==> src/rtl/rtc_rf_pkg.sv <==
package rtc_rf_pkg;

    localparam int NIB_W       = 4;
    localparam int WIN_DEPTH   = 13;
    localparam int ALARM_FIRST = 2;
    localparam int ALARM_LAST  = 8;

    typedef logic [NIB_W-1:0] nib_t;

    typedef enum logic [1:0] {
        BANK_TIME = 2'b00,
        BANK_CFG  = 2'b01,
        BANK_SCRA = 2'b10,
        BANK_SCRB = 2'b11
    } bank_e;

    // control nibble layout: bit3 counting, bit2 alarm, bits1:0 bank
    typedef struct packed {
        logic  count_en;
        logic  alarm_en;
        bank_e bank;
    } ctrl_t;

    // command nibble layout
    typedef struct packed {
        logic pulse1;
        logic pulse16;
        logic div_clear;
        logic alarm_clear;
    } cmd_t;

    localparam nib_t ADR_CTRL = 4'hD;
    localparam nib_t ADR_TEST = 4'hE;
    localparam nib_t ADR_CMD  = 4'hF;
    localparam nib_t ADR_FMT  = 4'hA;
    localparam nib_t ADR_LEAP = 4'hB;

    function automatic logic in_window(input nib_t a, input int depth);
        return int'(a) < depth;
    endfunction

    function automatic logic in_range(input nib_t a, input int lo, input int hi);
        return (int'(a) >= lo) && (int'(a) <= hi);
    endfunction

endpackage

==> src/rtl/rtc_rf_tick_gate.sv <==
module rtc_rf_tick_gate (
    input  logic clk,
    input  logic rst,
    input  logic enable,
    input  logic tick,
    output logic inc
);
    logic pend_q;

    always_ff @(posedge clk) begin
        if (rst) begin
            pend_q <= 1'b0;
            inc    <= 1'b0;
        end else begin
            inc <= enable && (tick || pend_q);
            if (enable) pend_q <= tick && pend_q;
            else        pend_q <= pend_q || tick;
        end
    end
endmodule

==> src/rtl/rtc_rf_scratch.sv <==
module rtc_rf_scratch
    import rtc_rf_pkg::*;
#(
    parameter int DEPTH  = WIN_DEPTH,
    parameter int BLOCKS = 2
) (
    input  logic                    clk,
    input  logic                    rst,
    input  logic [BLOCKS-1:0]       wr_en,
    input  nib_t                    addr,
    input  nib_t                    wdata,
    output logic [BLOCKS*NIB_W-1:0] rd_flat
);
    for (genvar b = 0; b < BLOCKS; b++) begin : g_blk
        nib_t mem [DEPTH];

        always_ff @(posedge clk) begin
            if (rst) begin
                for (int i = 0; i < DEPTH; i++) mem[i] <= '0;
            end else if (wr_en[b] && in_window(addr, DEPTH)) begin
                mem[addr] <= wdata;
            end
        end

        assign rd_flat[b*NIB_W +: NIB_W] = in_window(addr, DEPTH) ? mem[addr] : '0;
    end
endmodule

==> src/rtl/rtc_rf_alarm_cfg.sv <==
module rtc_rf_alarm_cfg
    import rtc_rf_pkg::*;
#(
    parameter int LO = ALARM_FIRST,
    parameter int HI = ALARM_LAST,
    localparam int CNT = HI - LO + 1,
    localparam int IW  = (CNT > 1) ? $clog2(CNT) : 1
) (
    input  logic                 clk,
    input  logic                 rst,
    input  logic                 wr_en,
    input  logic                 clear,
    input  nib_t                 addr,
    input  nib_t                 wdata,
    output logic [CNT*NIB_W-1:0] alarm_flat,
    output logic                 hour24,
    output logic [1:0]           leap,
    output nib_t                 rd_nib
);
    nib_t       al_q [CNT];
    nib_t       off;
    logic       hit;

    assign off = addr - nib_t'(LO);
    assign hit = in_range(addr, LO, HI);

    always_ff @(posedge clk) begin
        if (rst || clear) begin
            for (int i = 0; i < CNT; i++) al_q[i] <= '0;
        end else if (wr_en && hit) begin
            al_q[off[IW-1:0]] <= wdata;
        end
    end

    always_ff @(posedge clk) begin
        if (rst) begin
            hour24 <= 1'b0;
            leap   <= '0;
        end else if (wr_en) begin
            if (addr == ADR_FMT)  hour24 <= wdata[0];
            if (addr == ADR_LEAP) leap   <= wdata[1:0];
        end
    end

    for (genvar i = 0; i < CNT; i++) begin : g_out
        assign alarm_flat[i*NIB_W +: NIB_W] = al_q[i];
    end

    always_comb begin
        rd_nib = '0;
        if (hit)                   rd_nib = al_q[off[IW-1:0]];
        else if (addr == ADR_FMT)  rd_nib = {3'b000, hour24};
        else if (addr == ADR_LEAP) rd_nib = {2'b00, leap};
    end
endmodule

==> src/rtl/rtc_nibble_regfile.sv <==
module rtc_nibble_regfile
    import rtc_rf_pkg::*;
#(
    parameter int DEPTH    = WIN_DEPTH,
    parameter int ALARM_LO = ALARM_FIRST,
    parameter int ALARM_HI = ALARM_LAST,
    localparam int ACNT    = ALARM_HI - ALARM_LO + 1
) (
    input  logic                  clk,
    input  logic                  rst,
    input  logic [3:0]            host_addr,
    input  logic [3:0]            host_wdata,
    input  logic                  host_wr,
    input  logic                  host_rd,
    output logic [3:0]            host_rdata,
    input  logic                  tick_1s,
    input  logic [DEPTH*4-1:0]    tcore_digits,
    output logic                  tcore_ld,
    output logic [3:0]            tcore_ld_idx,
    output logic [3:0]            tcore_ld_val,
    output logic                  tcore_inc,
    output logic                  timer_en,
    output logic                  alarm_en,
    output logic [ACNT*4-1:0]     alarm_nibs,
    output logic                  hour24,
    output logic [1:0]            leap_phase,
    output logic                  div_clr,
    output logic                  pulse16_en,
    output logic                  pulse1_en,
    output logic [3:0]            test_bits
);
    ctrl_t ctrl_q;
    cmd_t  cmd;
    nib_t  digit [DEPTH];
    logic  wr_win, wr_time, wr_cfg, wr_cmd;
    logic [1:0] wr_scr;
    logic [2*NIB_W-1:0] scr_rd;
    nib_t  cfg_rd, rd_mux;

    for (genvar i = 0; i < DEPTH; i++) begin : g_dig
        assign digit[i] = tcore_digits[i*NIB_W +: NIB_W];
    end

    assign cmd     = cmd_t'(host_wdata);
    assign wr_win  = host_wr && in_window(host_addr, DEPTH);
    assign wr_time = wr_win && (ctrl_q.bank == BANK_TIME);
    assign wr_cfg  = wr_win && (ctrl_q.bank == BANK_CFG);
    assign wr_scr  = {wr_win && (ctrl_q.bank == BANK_SCRB),
                      wr_win && (ctrl_q.bank == BANK_SCRA)};
    assign wr_cmd  = host_wr && (host_addr == ADR_CMD);

    always_ff @(posedge clk) begin
        if (rst) begin
            ctrl_q     <= '0;
            test_bits  <= '0;
            pulse16_en <= 1'b0;
            pulse1_en  <= 1'b0;
            div_clr    <= 1'b0;
        end else begin
            div_clr <= wr_cmd && cmd.div_clear;
            if (host_wr && host_addr == ADR_CTRL) ctrl_q    <= ctrl_t'(host_wdata);
            if (host_wr && host_addr == ADR_TEST) test_bits <= host_wdata;
            if (wr_cmd) begin
                pulse16_en <= cmd.pulse16;
                pulse1_en  <= cmd.pulse1;
            end
        end
    end

    always_ff @(posedge clk) begin
        if (rst) begin
            tcore_ld     <= 1'b0;
            tcore_ld_idx <= '0;
            tcore_ld_val <= '0;
        end else begin
            tcore_ld <= wr_time;
            if (wr_time) begin
                tcore_ld_idx <= host_addr;
                tcore_ld_val <= host_wdata;
            end
        end
    end

    rtc_rf_scratch #(.DEPTH(DEPTH), .BLOCKS(2)) u_scratch (
        .clk(clk), .rst(rst), .wr_en(wr_scr), .addr(host_addr),
        .wdata(host_wdata), .rd_flat(scr_rd)
    );

    rtc_rf_alarm_cfg #(.LO(ALARM_LO), .HI(ALARM_HI)) u_cfg (
        .clk(clk), .rst(rst), .wr_en(wr_cfg), .clear(wr_cmd && cmd.alarm_clear),
        .addr(host_addr), .wdata(host_wdata), .alarm_flat(alarm_nibs),
        .hour24(hour24), .leap(leap_phase), .rd_nib(cfg_rd)
    );

    rtc_rf_tick_gate u_gate (
        .clk(clk), .rst(rst), .enable(ctrl_q.count_en),
        .tick(tick_1s), .inc(tcore_inc)
    );

    always_comb begin
        rd_mux = '0;
        if (host_addr == ADR_CTRL) begin
            rd_mux = nib_t'(ctrl_q);
        end else if (in_window(host_addr, DEPTH)) begin
            unique case (ctrl_q.bank)
                BANK_TIME: rd_mux = digit[host_addr];
                BANK_CFG:  rd_mux = cfg_rd;
                BANK_SCRA: rd_mux = scr_rd[0 +: NIB_W];
                BANK_SCRB: rd_mux = scr_rd[NIB_W +: NIB_W];
            endcase
        end
    end

    always_ff @(posedge clk) begin
        if (rst)          host_rdata <= '0;
        else if (host_rd) host_rdata <= rd_mux;
    end

    assign timer_en = ctrl_q.count_en;
    assign alarm_en = ctrl_q.alarm_en;
endmodule

==> config.mk <==
export PLATFORM = sky130hd
export DESIGN_NAME = rtc_nibble_regfile
export DESIGN_NICKNAME = d
export VERILOG_FILES = /design/src/rtl/rtc_rf_pkg.sv /design/src/rtl/rtc_rf_tick_gate.sv /design/src/rtl/rtc_rf_scratch.sv /design/src/rtl/rtc_rf_alarm_cfg.sv /design/src/rtl/rtc_nibble_regfile.sv
export SDC_FILE = /design/constraint.sdc
export NUM_CORES = 1
export LEC_CHECK = 0
export BUFFER_PORTS_ARGS = -buffer_cell sky130_fd_sc_hd__buf_4
export CAP_MARGIN = 30
export CORE_MARGIN = 4
export CORE_UTILIZATION = 60
export CTS_BUF_LIST = sky130_fd_sc_hd__clkbuf_4 sky130_fd_sc_hd__clkbuf_8
export CTS_CLUSTER_SIZE = 28
export DETAILED_ROUTE_END_ITERATION = 16
export GPL_TIMING_DRIVEN = 0
export PLACE_DENSITY = 0.83
export SLEW_MARGIN = 10
export SYNTH_ARGS = -nofsm -noshare
export SYNTH_HDL_FRONTEND = slang
export SYNTH_HIERARCHICAL = 1
export SYNTH_SLANG_ARGS = --single-unit
==> constraint.sdc <==
create_clock -name clk -period 2.7 [get_ports clk]
set_input_delay 0.135 -clock clk [delete_from_list [all_inputs] [get_ports clk]]
set_output_delay 0.135 -clock clk [all_outputs]
set_load 0.01 [all_outputs]
# --- Word level (Yosys, flattened, before mapping) ---
# Memories as Yosys holds them, arrays and structs flattened.
# Cells that the tools add are included.
# W data, S select, Z words.
totals:
  register_bits: 29
  mem_bits_rw: 132
  inputBits: 65
  out_inout_bits: 54
  elab_cells: 88
  n_memories: 3
classes:
  n_addsub: 1
  magnitude_cmp: 4
  eq_ne: 8
  n_mux: 32
  n_bitwise: 1
  reduce_logical: 24
mem_list:
  columns: ["name", "depth", "width", "read_ports", "rd_ports_with_merged_regs", "write_ports", "line", "source"]
  rows:
  - ["u_scratch.g_blk[0].mem", 13, 4, 1, 0, 13, "rtc_rf_scratch.sv:15", "nib_t mem [DEPTH];"]
  - ["u_scratch.g_blk[1].mem", 13, 4, 1, 0, 13, "rtc_rf_scratch.sv:15", null]
  - ["u_cfg.al_q", 7, 4, 8, 0, 7, "rtc_rf_alarm_cfg.sv:20", "nib_t al_q [CNT];"]
ops:
  columns: ["cell", "count"]
  rows:
  - ["$mux W4", 11]
  - ["$eq A4 B4 Y1 const B", 5]
  - ["$mux W1", 17]
  - ["$bmux W4 S4", 1]
  - ["$logic_and A1 B1 Y1", 16]
  - ["$pmux W4 S4", 1]
  - ["$reduce_or A4 Y1", 3]
  - ["$ge A5 B5 Y1 const B", 1]
  - ["$not A4 Y5", 1]
  - ["$eq A2 B2 Y1 const B", 2]
  - ["$ge A4 B2 Y1 const B", 1]
  - ["$le A4 B4 Y1 const B", 1]
  - ["$lt A4 B4 Y1 const B", 1]
  - ["$reduce_and A2 Y1", 2]
  - ["$mux W3", 1]
  - ["$sub A3 B2 Y3 const B", 1]
  - ["$eq A2 B1 Y1 const B", 1]
  - ["$logic_not A2 Y1", 1]
  - ["$logic_or A1 B1 Y1", 2]
  - ["$mux W2", 1]

# --- Depth between registers and ports, before layout ---
# Gate-level depths: netlist of run 1.
depth:
  ltp_word: 9
  ltp_mapped: 11
  depth_no_buf: 9

# --- By module ---
# Netlist of run 1, hierarchy kept.
modules_own_cells:
  columns: ["mod", "n_inst", "cells_per_inst", "area_per_inst_um2", "seq_area_each_um2"]
  rows:
  - ["rtc_rf_scratch", 1, 387, 5109.9, 3123.0]
  - ["rtc_rf_alarm_cfg", 1, 155, 1835.5, 980.9]
  - ["rtc_nibble_regfile", 1, 181, 1607.8, 480.5]
  - ["rtc_rf_tick_gate", 1, 6, 76.3, 40.0]

# --- Least setup slack after synthesis of run 1 ---
# Ideal clock, no wire load.
synth_path:
  path_type: "in2reg"
  startpoint: "in host_addr[1]"
  endpoint: "mem u_cfg/al_q[1][0] in the netlist's numbering, enable pin"
  setup_time_ns: 0.361
  arrival_ns: 1.837
  required_ns: 2.339
  path_slack_ns: 0.502
  path_stages: 8
  n_path_buf: 2
  cell_sequence: "buf_6 buf_8 o211ai_4 nand2_1 nor3_1 and3_1 nand2b_1 o21ai_0"
synth_rtl:
  columns: ["item", "line", "source"]
  rows:
  - ["start: declaration", "rtc_nibble_regfile.sv:11", "input logic [3:0] host_addr,"]
  - ["end: declaration", "rtc_rf_alarm_cfg.sv:20", null]

==> results.md, run 1 <==
* Postcts setup bufs at 0
* Share of the synthesized area in the top cell type at 45.93%
* Gr ovfl total at 0
* R2R cell count at 6
* Crit path DAT at 2.54 ns
* Top Ports at 119
* Die span in y at 127.9 microns
* Total power at 5.481 mW
* CTS root buf: clkbuf_8
* Pre-antenna DRT Iters at 5
* PortBufs at 117
* Worst setup EP type: register
* Minimum clock period at 2.433 ns
* Worst setup endpoint: u_cfg/al_q[5][2]$_DFFE_PP_
* Flop-to-flop setup slack at 0.27 ns
* Most frequent cells in the layout: edfxtp_1, buf_4, and2_1
* Startpoint Class: register
* Htree depth at 4
* Largest area contributor in the netlist: edfxtp_1
* Most used routing layer: met2
* WL per Instance at 21.35 microns
* Synth area leaders: edfxtp_1, and2_1, dfxtp_1, mux2i_1, mux4_2
* Commonest non-fill, non-tap cell in the layout: edfxtp_1
* CTS tree: done
* Setup Crit Path Kind: register to register
* Critical Path Start: ctrl_q[0]$_SDFFE_PP0P_
* Routed vias/inst at 6.187
* Unrepaired setup endpoints after global routing: no
* Synth Cell Area at 8630 sq um
* Post-synth EDFFs at 132
* Syn_area_per_cell at 11.84 sq um
* Fmax at 411.0 MHz
* Worst-Skew Late Latency at 0.47 ns
* Dpl cells at 1026
* DRC errors left at 0
* Yosys warning count at 6
* Number of distinct library cells after synthesis at 61
* Peak VDD IR at 482.3 uV
* Clock-pin slew on the worst setup and hold paths at 0.08 ns
* Reg2reg start: ctrl_q[0]$_SDFFE_PP0P_
* Seq/Total Area, Yosys at 53.59%
* Antenna viol nets, final at 0
* Die ar. at 16360 sq um
* Met3 Usage GRT at 5.583%
* Cells after Synth at 729
* Max cap viols at 0
* DR iter-0 viols at 556
* DP HPWL at 16430 microns
* Routability cong. at 0.9367
* Layout cells sized above 1 at 29.81%
* Critical R2R Capture: u_cfg/al_q[5][2]$_DFFE_PP_
* Worst Path Max Fanout at 10
* Initial antenna violation count at 0
* Final setup fails at 0
* Synthesized Nets at 795
* Power per cell area at 537.9 nW/um^2
* Sum Neg Setup Slack at 0 ns
* Final hold vios at 0
* Hold crit path type: primary input to register
* Critical Path RT at 2.81 ns
* Tcrit/Tclk final at 90.12%
* Core Util, Final at 72.85%
* Synth Flop Type: edfxtp_1
* TritonCTS buffer count at 17
* Initial Util at 61.69%
* Register bit total from synthesis at 165
* Die X at 127.9 microns
* Clock skew at 0.01297 ns
* Met2 usage at 46.83%
* Global router's overall resource usage at 28.01%
* Slew @ Worst Pin at 0.6847 ns
* Largest net degree at the start of global routing at 25
* Routed WL at 22610 microns
* Core area at 13990 sq um
* First-pass GRT wire length at 35080 microns
* # diodes at 0
* Synthesis-to-layout area growth at 18.09%
* DR vias at 6552
* Final Non-Filler Cells at 1059
* Pleak at 4.008 nW
* Row cnt at 43
* Final net count at 932
* M1 GR Usage at 35.81%
* Slew margin rel. at 53.87%
* Slew Limit Fails at 0
* Post-synth ARST share at 0%
* Status: finished, final reports clean
* Clock tree sinks at 165
* Clock Tree Buf Depth at 2
* Number of global-route vias before repair at 6578
-- worst max-delay path, cell delays in order (launching register included) --
cell	delay [ns]
dfxtp_1	0.32
buf_4	0.15
inv_1	0.08
nor3_2	0.45
and3_1	0.29
nand2b_1	0.18
o21ai_0	0.60
-- metal layers --
metal	part of all wire [%]	vias up
met2	49	335
met3	8.6	63
met5	0	-
met4	3.2	0
met1	39	3211
li1	-	2943
-- power breakdown --
part	switching [mW]	total [mW]	internal, mW	leakage, nW
combinational	0.376	0.673	0.297	2.17
clock	0.903	1.96	1.06	0.222
sequential	0.0359	2.85	2.81	1.62
-- what timing repair did --
item / in CTS / in global routing
hold endpoints to repair: 2 / 0
hold buffers: 1 / 0
resized for setup: 0 / 1
endpoints found under the setup margin: 0 / 20
-- area by class of cell --
| class | instances | area, sq um |
|---|---|---|
| tap | 180 | 225.2 |
| sequential | 165 | 4624 |
| buffer | 51 | 326.6 |
| multi-input combinational | 506 | 3657 |
| clock buffer | 20 | 262.8 |
| clock inverter | 12 | 180.2 |
| fill | 972 | 3797 |
| timing repair buffer | 118 | 888.4 |
| inverter | 7 | 26.28 |
-- registers in the layout, summed over array words and instances (netlist names), 2 cells and up --
name	count
tcore_ld_idx	4
u_cfg/leap	2
test_bits	4
ctrl_q	2
u_cfg/al_q	32
u_scratch/g_blk.mem	104
tcore_ld_val	4
host_rdata	4
-- per-stage QoR --
stage | setup WS (ns) | instance area, sq um | hold WS, ns
6_report | 0.2666 | 10190 | 0.04559
5_1_grt | 0.1501 | 10190 | 0.05455
4_1_cts | 0.04115 | 10190 | 0.02364
3_5_place_dp | -0.3404 | 9733 | 0.4038
3_3_place_gp | -0.2594 | 9733 | 0.3880
2_1_floorplan | 0.5019 | 8630 | 0.2041
-- synth_stat cells, types with 12 or more instances --
master	instances
buf_2	12
dfxtp_1	33
a21oi_1	29
edfxtp_1	132
mux2_2	19
nand2_1	35
o22ai_1	14
nor2_1	74
nor2b_1	17
nand3_1	15
mux4_2	14
and2_1	109
o31ai_1	14
mux2i_1	35
clkbuf_1	18
or2_2	28
-- logic make-up after synthesis --
logic type / count (synthesis) / synth area share [%]
compound gates: 107 / 9.178
fa+ha+maj: 1 / 0.1450
buf+inv: 58 / 4.089
flops: 165 / 53.59
mux: 75 / 12.32
simple gates: 323 / 20.68
-- worst min path at each step --
stage / from / end / slack [ns] / cells after the start
after global routing: host_wdata[1] / div_clr$_SDFF_PP0_ / 0.05 / 2
after detailed placement: tick_1s / u_gate/pend_q$_SDFF_PP0_ / 0.40 / 3
after global placement: tick_1s / u_gate/pend_q$_SDFF_PP0_ / 0.39 / 3
final: host_rd / host_rdata[2]$_SDFFE_PP0P_ / 0.05 / 4
after CTS: host_rd / host_rdata[2]$_SDFFE_PP0P_ / 0.02 / 4
after floorplan: rst / u_cfg/hour24$_SDFFE_PP0P_ / 0.20 / 1
No activity file was read; power rests on OpenSTA's default activity.
==> inputs of run 2 (changes only) <==
Settings changed: ABC_AREA set to 1, CORE_UTILIZATION 60 to 61, SKIP_CTS_REPAIR_TIMING set to 1.
==> results.md, run 2 <==
* Htree depth at 4
* Number of distinct library cells after synthesis at 45
* Core Util, Final at 73.49%
* Share of the synthesized area in the top cell type at 47.01%
* Most frequent cells in the layout: nand2_1, nor2_1, edfxtp_1
* Post-place instance area at 11200 sq um
* Die ar. at 18450 sq um
* TritonCTS buffer count at 17
* Max cap viols at 0
* Routed WL at 26310 microns
* Clock skew at 0.008677 ns
* Clock Tree Buf Depth at 2
* Die span in y at 135.8 microns
* Synth Cell Area at 9966 sq um
* First-pass GRT wire length at 40210 microns
* Post-synth EDFFs at 156
* Gr ovfl total at 0
* Top post-synthesis cells by count: nand2_1, nor2_1, edfxtp_1, inv_1, nand3_1
* DR vias at 8639
* Worst setup margin at 0.1543 ns
* Crit path DAT at 2.65 ns
* Core area at 15940 sq um
* Die X at 135.8 microns
* Antenna viol nets, final at 0
* Pre-CTS WS at -0.2231 ns
* Synth Flop Type: edfxtp_1
* Worst-Skew Late Latency at 0.47 ns
* Critical Path Start: host_addr[0]
* Clock tree sinks at 189
* Critical Path RT at 2.80 ns
* Hold Startpoint: host_addr[3]
* Final setup fails at 0
* Routability cong. at 0.9542
* Unrepaired setup endpoints after global routing: no
* Seq/Total Area, Yosys at 53.63%
* Peak VDD IR at 361.0 uV
* Synthesis-to-layout area growth at 17.56%
* Top delay family on crit path: simple AND/OR/NAND/NOR gates
* Reg2reg start: ctrl_q[0]$_SDFFE_PP0P_
* Clock-pin slew on the worst setup and hold paths at 0.10 ns
* Pleak at 5.291 nW
* Post-synth ARST share at 0%
* CP bufs+invs at 2
* Pre-antenna DRT Iters at 7
* Final hold vios at 0
* Fmax at 392.8 MHz
* Power per cell area at 526.6 nW/um^2
* Setup Crit Path Kind: primary input to register
* Sum Neg Setup Slack at 0 ns
* Slew margin rel. at 35.14%
* Startpoint Class: primary input
* Hold slack at 0.04435 ns
* Synth area leaders: edfxtp_1, nand2_1, nor2_1, dfxtp_1, nand3_4
* Commonest non-fill, non-tap cell in the layout: nand2_1
* Hold crit path type: primary input to register
* Fillcell total at 1197
* Most common cell in the synthesized netlist: nand2_1
* Final Non-Filler Cells at 1577
* DP HPWL at 18880 microns
* Final net count at 1414
* Global router's overall resource usage at 28.21%
* Cells after Synth at 1182
* Crit path largest cell delay at 0.82 ns
* Slowest-stage cell, CP: o41ai_1
* Syn_area_per_cell at 8.431 sq um
* Biggest register: u_scratch/g_blk.mem
* Initial antenna violation count at 0
* Finished Cell Area at 11720 sq um
* Total power at 6.169 mW
* Max FFs per register at 128
* Largest net degree at the start of global routing at 18
* Biggest regs: u_scratch/g_blk.mem x128, u_cfg/al_q x32
* CTS tree: done
* Slew Limit Fails at 0
* Critical path depth at 8
* Hold Path Depth at 3
* Minimum clock period at 2.546 ns
* Dpl cells at 1538
* WL per Instance at 16.68 microns
* Worst Path Max Fanout at 14
* R2R cell count at 4
* Crit path cell chain: buf_4, nor2_4, nor2_2, nor2_4, inv_1, nor3_1, nand3_2, o41ai_1
* Layout cells sized above 1 at 18.52%
* # diodes at 0
* DRC errors left at 0
* Initial Util at 62.51%
* Status: finished, final reports clean
* DR iter-0 viols at 873
* Routed vias/inst at 5.478
* PortBufs at 117
* Slew @ Worst Pin at 0.9603 ns
* Worst setup EP type: register
* Register bit total from synthesis at 189
* Top Ports at 119
* Yosys warning count at 6
* CP most frequent cell: nor2_4
* Row cnt at 46
* Largest area contributor in the netlist: edfxtp_1
* Tcrit/Tclk final at 94.29%
* CTS root buf: clkbuf_8
* Number of global-route vias before repair at 8230
## run 2: cell count changes in the layout (fill, tap and decap cells not counted), moves of 16 or more
cell      previous run  this run
and2_1             109         0
conb_1               0        24
edfxtp_1           132       156
inv_1                6        43
inv_2                1        17
mux2_2              19         0
mux2i_1             35         0
nand2_1             35       508
nand3_1             15        35
nand3_4              0        22
nor2_1              74       179
nor2b_1             17         0
o21ai_0              7        29
or2_2               28         2
## run 2: worst paths after layout
| path | endpoint | slack (ns) |
|---|---|---|
| setup / recovery | u_cfg/al_q[5][1]$_DFFE_PP_ | 0.15 |
| hold / removal | tcore_ld_idx[3]$_SDFFE_PP0P_ | 0.04 |
| setup reg to reg | u_cfg/al_q[5][1]$_DFFE_PP_ | 0.18 |
| hold reg to reg | tcore_ld_idx[0]$_SDFFE_PP0P_ | 0.47 |
## run 2: power by group
part           switching, mW  total, mW  internal [mW]  leakage [nW]
Clock                   1.04       2.07           1.03         0.221
Sequential            0.0441       3.30           3.26          1.85
Combinational          0.530      0.796          0.266          3.22
Total                   1.62       6.17           4.55          5.29
## run 2: worst min-delay path: stages
cell	delay (ns)
buf_4	0.17
nand3_1	0.09
a21oi_1	0.06
## run 2: per-layer routing
| metal | track usage, % | up-vias | routed length, microns |
|---|---|---|---|
| li1 | - | 4125 | - |
| met3 | 4.478 | 93 | 2234 |
| met2 | 47.40 | 434 | 12640 |
| met1 | 36.30 | 3987 | 10400 |
| met5 | 0 | - | 0 |
| met4 | 12.60 | 0 | 1032 |
## run 2: cell families after synthesis
| kind of cell | count (synthesis) | synth area share, % |
|---|---|---|
| and+or+nand+nor | 792 | 35.91 |
| DFF | 189 | 53.63 |
| buffers and inverters | 118 | 5.737 |
| AOI/OAI and AO/OA | 81 | 4.557 |
| adders and majority gates | 1 | 0.1255 |
| other | 1 | 0.03763 |
## run 2: layout make-up
type / count / area (sq um) / share of cell area [%]
multi-input cells: 898 / 4135 / 35.29
repair buffers: 124 / 948.4 / 8.095
flip-flops and latches: 189 / 5345 / 45.62
clock inverters: 15 / 211.5 / 1.805
clock buffers: 17 / 234.0 / 1.997
inverters: 68 / 260.3 / 2.221
well taps: 216 / 270.3 / 2.307
plain buffers: 50 / 311.5 / 2.659
